===== src/rtl/wdr_pkg.sv =====
package wdr_pkg;

  typedef enum logic [1:0] {
    WD_SHORT = 2'd0,
    WD_MID   = 2'd1,
    WD_LONG  = 2'd2,
    WD_OFF   = 2'd3
  } wd_sel_e;

  // Timeout length in clock cycles for a select code; 0 when off.
  function automatic int unsigned wd_period_cycles(input logic [1:0] sel,
                                                   input int unsigned base);
    case (sel)
      WD_SHORT: return base;
      WD_MID:   return 3 * base;
      WD_LONG:  return 7 * base;
      default:  return 0;
    endcase
  endfunction

  // Counter width able to hold the longest timeout.
  function automatic int unsigned wd_count_width(input int unsigned base);
    return $clog2(7 * base + 1);
  endfunction

endpackage


===== src/rtl/wdr_wdog_timer.sv =====
module wdr_wdog_timer #(
  parameter int unsigned BASE_CYC = 8192
) (
  input  logic       clk,
  input  logic       por_n,
  input  logic [1:0] sel,
  input  logic       kick,
  input  logic       hold,
  output logic       expire
);
  import wdr_pkg::*;

  localparam int unsigned CW = wd_count_width(BASE_CYC);

  logic [CW-1:0] cnt;
  logic [CW-1:0] period;
  logic [1:0]    sel_q;
  logic          sel_chg;
  logic          clear;

  assign period  = CW'(wd_period_cycles(sel, BASE_CYC));
  assign sel_chg = (sel != sel_q);
  assign clear   = kick | sel_chg | (sel == WD_OFF) | hold;
  assign expire  = !clear && (cnt == period - CW'(1));

  always_ff @(posedge clk or negedge por_n) begin
    if (!por_n) begin
      cnt   <= '0;
      sel_q <= WD_OFF;
    end else begin
      sel_q <= sel;
      if (clear || expire) cnt <= '0;
      else                 cnt <= cnt + CW'(1);
    end
  end

  // a restart leaves the count at zero, so no timeout can follow at once
  assert_kick_no_expire_R5: assert property (@(posedge clk) disable iff (!por_n)
    kick |=> !expire);

endmodule


===== src/rtl/wdr_pulse_gen.sv =====
module wdr_pulse_gen #(
  parameter int unsigned PULSE_CYC = 8192
) (
  input  logic clk,
  input  logic por_n,
  input  logic fire,
  output logic active
);
  localparam int unsigned PW = $clog2(PULSE_CYC + 1);

  logic [PW-1:0] left;

  assign active = (left != '0);

  always_ff @(posedge clk or negedge por_n) begin
    if (!por_n)              left <= '0;
    else if (fire)           left <= PW'(PULSE_CYC);
    else if (left != '0)     left <= left - PW'(1);
  end

endmodule


===== src/rtl/wdr_lv_hold.sv =====
module wdr_lv_hold #(
  parameter int unsigned SETTLE_CYC = 4096
) (
  input  logic clk,
  input  logic por_n,
  input  logic lv_en,
  input  logic lv_below,
  output logic active
);
  localparam int unsigned SW = $clog2(SETTLE_CYC + 1);

  logic [SW-1:0] settle;
  logic          low_now;

  assign low_now = lv_en & lv_below;
  assign active  = (settle != '0);

  // Power-on loads the full settling time, so start-up behaves like a supply recovery.
  always_ff @(posedge clk or negedge por_n) begin
    if (!por_n)             settle <= SW'(SETTLE_CYC);
    else if (low_now)       settle <= SW'(SETTLE_CYC);
    else if (settle != '0)  settle <= settle - SW'(1);
  end

endmodule


===== src/rtl/wdr_supervisor.sv =====
module wdr_supervisor #(
  parameter int unsigned BASE_CYC   = 8192,
  parameter int unsigned PULSE_CYC  = 8192,
  parameter int unsigned SETTLE_CYC = 4096
) (
  input  logic       clk,
  input  logic       por_n,
  input  logic [1:0] wd_sel,
  input  logic       wd_kick,
  input  logic       lv_below,
  input  logic       lv_en,
  output logic       host_rst_n
);
  // Internal events brought out as named wires.
  logic wd_expire;
  logic wd_pulse;
  logic lv_rst;
  logic wd_hold;

  assign wd_hold = wd_pulse | lv_rst;

  wdr_wdog_timer #(.BASE_CYC(BASE_CYC)) u_timer (
    .clk    (clk),
    .por_n  (por_n),
    .sel    (wd_sel),
    .kick   (wd_kick),
    .hold   (wd_hold),
    .expire (wd_expire)
  );

  wdr_pulse_gen #(.PULSE_CYC(PULSE_CYC)) u_pulse (
    .clk    (clk),
    .por_n  (por_n),
    .fire   (wd_expire),
    .active (wd_pulse)
  );

  wdr_lv_hold #(.SETTLE_CYC(SETTLE_CYC)) u_lv (
    .clk      (clk),
    .por_n    (por_n),
    .lv_en    (lv_en),
    .lv_below (lv_below),
    .active   (lv_rst)
  );

  assign host_rst_n = !(wd_pulse | lv_rst);

  // a timeout is followed by the reset line being driven low
  assert_expire_pulls_low_R3: assert property (@(posedge clk) disable iff (!por_n)
    wd_expire |=> !host_rst_n);

  // an enabled low-supply report pulls reset low on the next cycle
  assert_lv_pulls_low_R8: assert property (@(posedge clk) disable iff (!por_n)
    (lv_en && lv_below) |=> !host_rst_n);

  // the low-voltage hold starts only from an enabled low-supply report
  assert_lv_needs_enable_R9: assert property (@(posedge clk) disable iff (!por_n)
    $rose(lv_rst) |-> $past(lv_en && lv_below));

  // the watchdog cannot time out while a low-voltage reset is held
  assert_no_expire_in_lv_R10: assert property (@(posedge clk) disable iff (!por_n)
    lv_rst |-> !wd_expire);

  // no new timeout while a watchdog pulse is still running
  assert_no_expire_in_pulse_R4: assert property (@(posedge clk) disable iff (!por_n)
    wd_pulse |-> !wd_expire);

endmodule


===== config.mk =====
export PLATFORM = sky130hd
export DESIGN_NAME = wdr_supervisor
export DESIGN_NICKNAME = d
export VERILOG_FILES = /design/src/rtl/wdr_pkg.sv /design/src/rtl/wdr_wdog_timer.sv /design/src/rtl/wdr_pulse_gen.sv /design/src/rtl/wdr_lv_hold.sv /design/src/rtl/wdr_supervisor.sv
export SDC_FILE = /design/constraint.sdc
export NUM_CORES = 1
export LEC_CHECK = 0
export CAP_MARGIN = 10
export CORE_MARGIN = 5
export CORE_UTILIZATION = 55
export DETAILED_ROUTE_END_ITERATION = 7
export DONT_BUFFER_PORTS = 1
export MAX_ROUTING_LAYER = met4
export PLACE_DENSITY = 0.81
export SETUP_SLACK_MARGIN = 0.2
export SYNTH_ARGS = -nofsm -noshare
export SYNTH_HDL_FRONTEND = slang
export SYNTH_SLANG_ARGS = --single-unit
export TNS_END_PERCENT = 100

===== constraint.sdc =====
create_clock -name clk -period 2.8 [get_ports clk]
set_clock_uncertainty 0.1 [all_clocks]
set_input_delay 0 -clock clk [delete_from_list [all_inputs] [get_ports clk]]
set_output_delay 0 -clock clk [all_outputs]
set_load 0.005 [all_outputs]

# [Word level (Yosys, flattened, before mapping)]
# Cells that the tools add are included.
[totals] ff_bits=45 inputBits=7 out_inout_bits=1 wordCells=33
[op_classes] n_addsub=4 n_eq_ne=5 mux=6 bitwise_logic=5 n_reduce_logical=9
[op_table] cell="$pmux W16 S3" n=1
[op_table] cell="$mux W14" n=2
[op_table] cell="$mux W13" n=2
[op_table] cell="$add A16 B1 Y16 const B" n=1
[op_table] cell="$eq A16 B16 Y1" n=1
[op_table] cell="$mux W16" n=1
[op_table] cell="$sub A16 B1 Y16 const B" n=1
[op_table] cell="$reduce_bool A14 Y1" n=1
[op_table] cell="$sub A14 B1 Y14 const B" n=1
[op_table] cell="$reduce_bool A13 Y1" n=1
[op_table] cell="$sub A13 B1 Y13 const B" n=1
[op_table] cell="$eq A2 B2 Y1 const B" n=2
[op_table] cell="$or A1 B1 Y1" n=4
[op_table] cell="$reduce_bool A2 Y1" n=2
[op_table] cell="$eq A2 B1 Y1 const B" n=1
[op_table] cell="$logic_not A1 Y1" n=2
[op_table] cell="$logic_not A2 Y1" n=1
[op_table] cell="$ne A2 B2 Y1" n=1
[op_table] cell="$and A1 B1 Y1" n=1
[op_table] cell="$logic_and A1 B1 Y1" n=1
[op_table] cell="$logic_or A1 B1 Y1" n=1

# [Logic depth before layout (Yosys ltp)]
[logic_depth] ltp_word=8 mapped_depth=9

# [By module]
# A second synthesis with hierarchy kept.
[unflattened] cells_unflattened=243 hier_area_um2=2423.6
[modules_own_cells] mod="wdr_wdog_timer" n_inst=1 cells_each=91 area_each_um2=928.4 seq_area_each_um2=452.9
[modules_own_cells] mod="wdr_pulse_gen" n_inst=1 cells_each=78 area_each_um2=758.2 seq_area_each_um2=350.3
[modules_own_cells] mod="wdr_lv_hold" n_inst=1 cells_each=72 area_each_um2=726.9 seq_area_each_um2=326.6
[modules_own_cells] mod="wdr_supervisor" n_inst=1 cells_each=2 area_each_um2=10.0 seq_area_each_um2=0.0

# [Worst setup path after synthesis]
# No wires, ideal clock.
[synth_path] path_type="reg-to-reg" startpoint="reg u_pulse.left[0]" endpoint="reg u_timer.cnt[10]" t_arrival_ps=1868 required_ps=2629 path_slack_ps=761 stages_incl_launch_ff=10 period_less_slack_ps=2039 cell_sequence="dfrtp_1 inv_1 ha_1 nor4b_2 nor4b_4 nor2b_2 buf_6 nand3b_4 buf_6 nor2_1"
[synth_via] elab_chain_cells=7
[synth_rtl] element="from (decl)" line="wdr_pulse_gen.sv:11" source="logic [PW-1:0] left;"
[synth_rtl] element="from (signal assigned)" line="wdr_pulse_gen.sv:17" source="else if (fire) left <= PW'(PULSE_CYC);"
[synth_rtl] element="from (signal assigned)" line="wdr_pulse_gen.sv:18" source="else if (left != '0) left <= left - PW'(1);"
[synth_rtl] element="$reduce_bool A14 Y1 *" line="wdr_pulse_gen.sv:13" source="assign active = (left != '0);"
[synth_rtl] element="$or A1 B1 Y1 *" line="wdr_supervisor.sv:20" source="assign wd_hold = wd_pulse | lv_rst;"
[synth_rtl] element="$or A1 B1 Y1 *" line="wdr_wdog_timer.sv:23" source="assign clear = kick | sel_chg | (sel == WD_OFF) | hold;"
[synth_rtl] element="$logic_not A1 Y1" line="wdr_wdog_timer.sv:24" source="assign expire = !clear && (cnt == period - CW'(1));"
[synth_rtl] element="$logic_and A1 B1 Y1" line="wdr_wdog_timer.sv:24"
[synth_rtl] element="$logic_or A1 B1 Y1 *" line="wdr_wdog_timer.sv:32" source="if (clear || expire) cnt <= '0;"
[synth_rtl] element="$mux W16 *" line="wdr_wdog_timer.sv:32"
[synth_rtl] element="to (signal assigned)" line="wdr_wdog_timer.sv:33" source="else cnt <= cnt + CW'(1);"
[synth_rtl] element="to (decl)" line="wdr_wdog_timer.sv:15" source="logic [CW-1:0] cnt;"
# Mark *: on every way between the ends. The rest lies on a longest branch, timed or not.
# A chain may end at the register's enable or synchronous reset.

# [Worst setup path after layout]
[layout_path] startpoint="reg u_pulse.left[0]" endpoint="reg u_timer.cnt[3]"
# Same word-level chain as after synthesis.

==> metrics.txt <==
outcome finished with violations; violations in the final reports hold timing; number of cells produced by synthesis 224; number of design-rule violations left by the first detailed-router iteration between 70 and 80; floorplan die height around 75 um; final non-filler cell total around 280; synthesized area divided by synthesized cell count just over 10 um2; routed length on met1 1840 um; uppermost signal routing layer after detailed routing met4; Buffers on Ports 0; fraction of the core area covered by cells at the end of the flow a little over 60%; maximum number of pins on one net before global-route repair between 40 and 50; I/O Pins 8; total core area 0.00403 mm2; Max transition margin 61.7%; clock latency reported for the late side of the worst-skew pair about 0.30 ns; Synth Register Bits 45; total negative slack 0 ns; Yosys Warn Count 0; Num CTS Buffers 5; Vias roughly 1600; clock sink count 45; RSZ-0062 raised after global routing no; placed standard-cell area 0.00233 mm2; fraction of power consumed by sequential logic about 53%; vias in the first global route between 1500 and 2000; global-route wire length before repair between 6000 and 7000 um; Startpoint Class flop; clock tree root driver cell clkbuf_8; Synth area leaders dfrtp_1 (46%), xor2_1 (8.0%), nor2_1 (5.2%); library cell with the largest summed area after synthesis dfrtp_1; sw frac about a third; fill cell instance count of the final layout 343; fin crit period roughly 2.3 ns; combinational power share between 20% and 30%; most numerous cell types in the synthesized netlist dfrtp_1 (42), nor2_1 (32), xor2_1 (21); endpoint kind of the worst setup timing path flop; leakage power figure 1.06 nW; starting utilization of the core area around 57%; period utilisation layout 83.5%; Die ar. 0.00557 mm2; TritonCTS clock tree built; standard cell with the maximum stage delay on the critical path nor4b_4; share of final-layout standard cells stronger than drive strength 1 10.3%; buffer count from post-CTS setup fixing 0; clock edge transition at the registers on the reported setup and hold paths approximately 0.08 ns; fraction of registers with async set/reset 100%; clock network fraction of total power between 20% and 30%; number of flops mapped to enable cells by yosys 0; Horiz. Die Dim between 70 and 80 um; peak ir drop on the vdd network about 410 uV; Global Route Usage Sum 17.0%; hold violation count in the final report 1; CP arrival between 2 and 2.5 ns; Worst Path Required 2.92 ns; post-DR wirelength/cell 13.8 um; post-synth cell types 43; number of cells after detailed placement 270; DRC errors left 0; most frequently used flop master after synthesis dfrtp_1; final number of setup-violating endpoints 0; delay of the slowest cell on the worst path 0.39 ns; cell row count 23; maximum fanout along the worst path 15; CP cell instances inv_1 > ha_1 > nor4b_2 > nor4b_4 > nor2b_4 > nand3b_4 > nor2_1; antenna-violating nets left 0; sequential share of the synthesized area 49.2%; number of diodes added for antenna fixing 0; number of nets in the synthesized netlist approximately 240; final slew viol count 0; total detailed-routing wirelength slightly below 4000 um; number of iterations in the first detailed-routing pass 4; buffers from clock root to sink, at most 2; estimated wirelength of the detail-placed design roughly 2700 um; length of routed met2 wiring about 1800 um; Worst Slack Setup Final about 0.46 ns; area share of the largest cell type after synthesis between 40% and 50%; power density cells approximately 780 mW/mm2; met3 WL post-DR 164 um; worst slack at placement around 0.40 ns; synthesis-to-layout area growth 8.83%; maximum achievable frequency around 0.43 GHz; initial antenna violation count 0; Worst-Margin Slew 0.571 ns; total non-filler cell area in the finished layout around 0.0025 mm2; Vias per Instance approximately 5.7; number of maximum-capacitance constraint violations 0; total number of nets in the final design 243; leading cell type by number of instances after synthesis dfrtp_1; setup slack of the worst register-to-register path 0.46 ns; HP Class primary input to flop; last weighted congestion value of the routability-driven placer 0.815; post-synthesis instance area around 0.0023 mm2; internal power around 1.3 mW; hold slack final -0.000576 ns; CTS HTree Levels 2; net switching power figure 669 uW; leftover overflow at the end of global routing 0; Total Power ~1.9 mW; crit path kind flop to flop
==> critical path: cells and delay by family (launching register included) <==
kind                     cells  cell delay (ns)
AND/OR/NAND/NOR              5             1.47
flip-flops                   1             0.38
adder cells (fa/ha/maj)      1             0.19
buffers and inverters        1             0.11
==> layout make-up <==
| type | instances | area (um2) | share of cell area [%] |
|---|---|---|---|
| tap | 50 | 62.6 | 2.50 |
| multi-input combinational | 168 | 1110 | 44.6 |
| inverter | 6 | 22.5 | 0.901 |
| sequential | 45 | 1130 | 45.2 |
| clock buffer | 7 | 96.3 | 3.86 |
| timing repair buffer | 6 | 67.6 | 2.70 |
| clock inverter | 1 | 5.00 | 0.200 |
==> repair_timing <==
item / in CTS / in global routing
gates resized for setup: 0 / 1
hold buffers: 5 / 0
endpoints found under the setup margin: 0 / 7
endpoints found under the hold margin: 64 / 0
==> final timing paths <==
check                                startpoint          endpoint  cells after the start
worst max-delay path            u_pulse.left[0]    u_timer.cnt[3]                      7
worst min-delay path                  wd_sel[1]  u_pulse.left[13]                      4
worst max register to register  u_pulse.left[0]    u_timer.cnt[3]                      7
worst min register to register   u_timer.cnt[0]    u_timer.cnt[0]                      1
max in group asynchronous                 por_n  u_timer.sel_q[1]                      2
min in group asynchronous                 por_n    u_lv.settle[2]                      2
==> kinds of logic (layout without fill, tap and decap cells) <==
kind of cell	Yosys count	in the layout	share of synthesized area [%]
simple gates	115	115	29.1
compound gates	16	16	4.41
mux	1	1	0.436
fa+ha+maj	4	4	2.18
xor+xnor	32	32	12.2
flops	45	45	49.2
buf+inv	11	20	2.45
==> registers in the layout, indices dropped and copies added (netlist names) <==
register / flops
u_timer.cnt: 16
u_pulse.left: 14
u_lv.settle: 13
u_timer.sel_q: 2
==> cells in the final DEF (no fill, tap or decap), types with 4 or more instances in the layout <==
master	count
dfrtp_1	42
nor4_1	5
nand2_1	15
o21ai_0	4
nor3_1	9
xnor2_1	11
clkbuf_8	7
nand3_1	14
nand4_1	8
xor2_1	21
dlygate4sd3_1	4
nor2_1	32
ha_1	4
inv_1	6
a21oi_1	4
==> power by group through the flow <==
| stage | logic, mW | registers [mW] | clock network, mW |
|---|---|---|---|
| 2_1_floorplan | 0.405 | 0.981 | 0 |
| 3_3_place_gp | 0.453 | 1.02 | 0 |
| 3_5_place_dp | 0.470 | 1.03 | 0 |
| 4_1_cts | 0.495 | 1.02 | 0.438 |
| 5_1_grt | 0.567 | 1.04 | 0.469 |
| 6_report | 0.490 | 1.02 | 0.431 |
==> routing by layer <==
metal,vias up,global-route usage [%]
met3,7,4.01
met5,-,-
met2,25,26.7
met4,0,7.11
met1,777,21.1
li1,792,-
(Power assumes the default switching activity.)
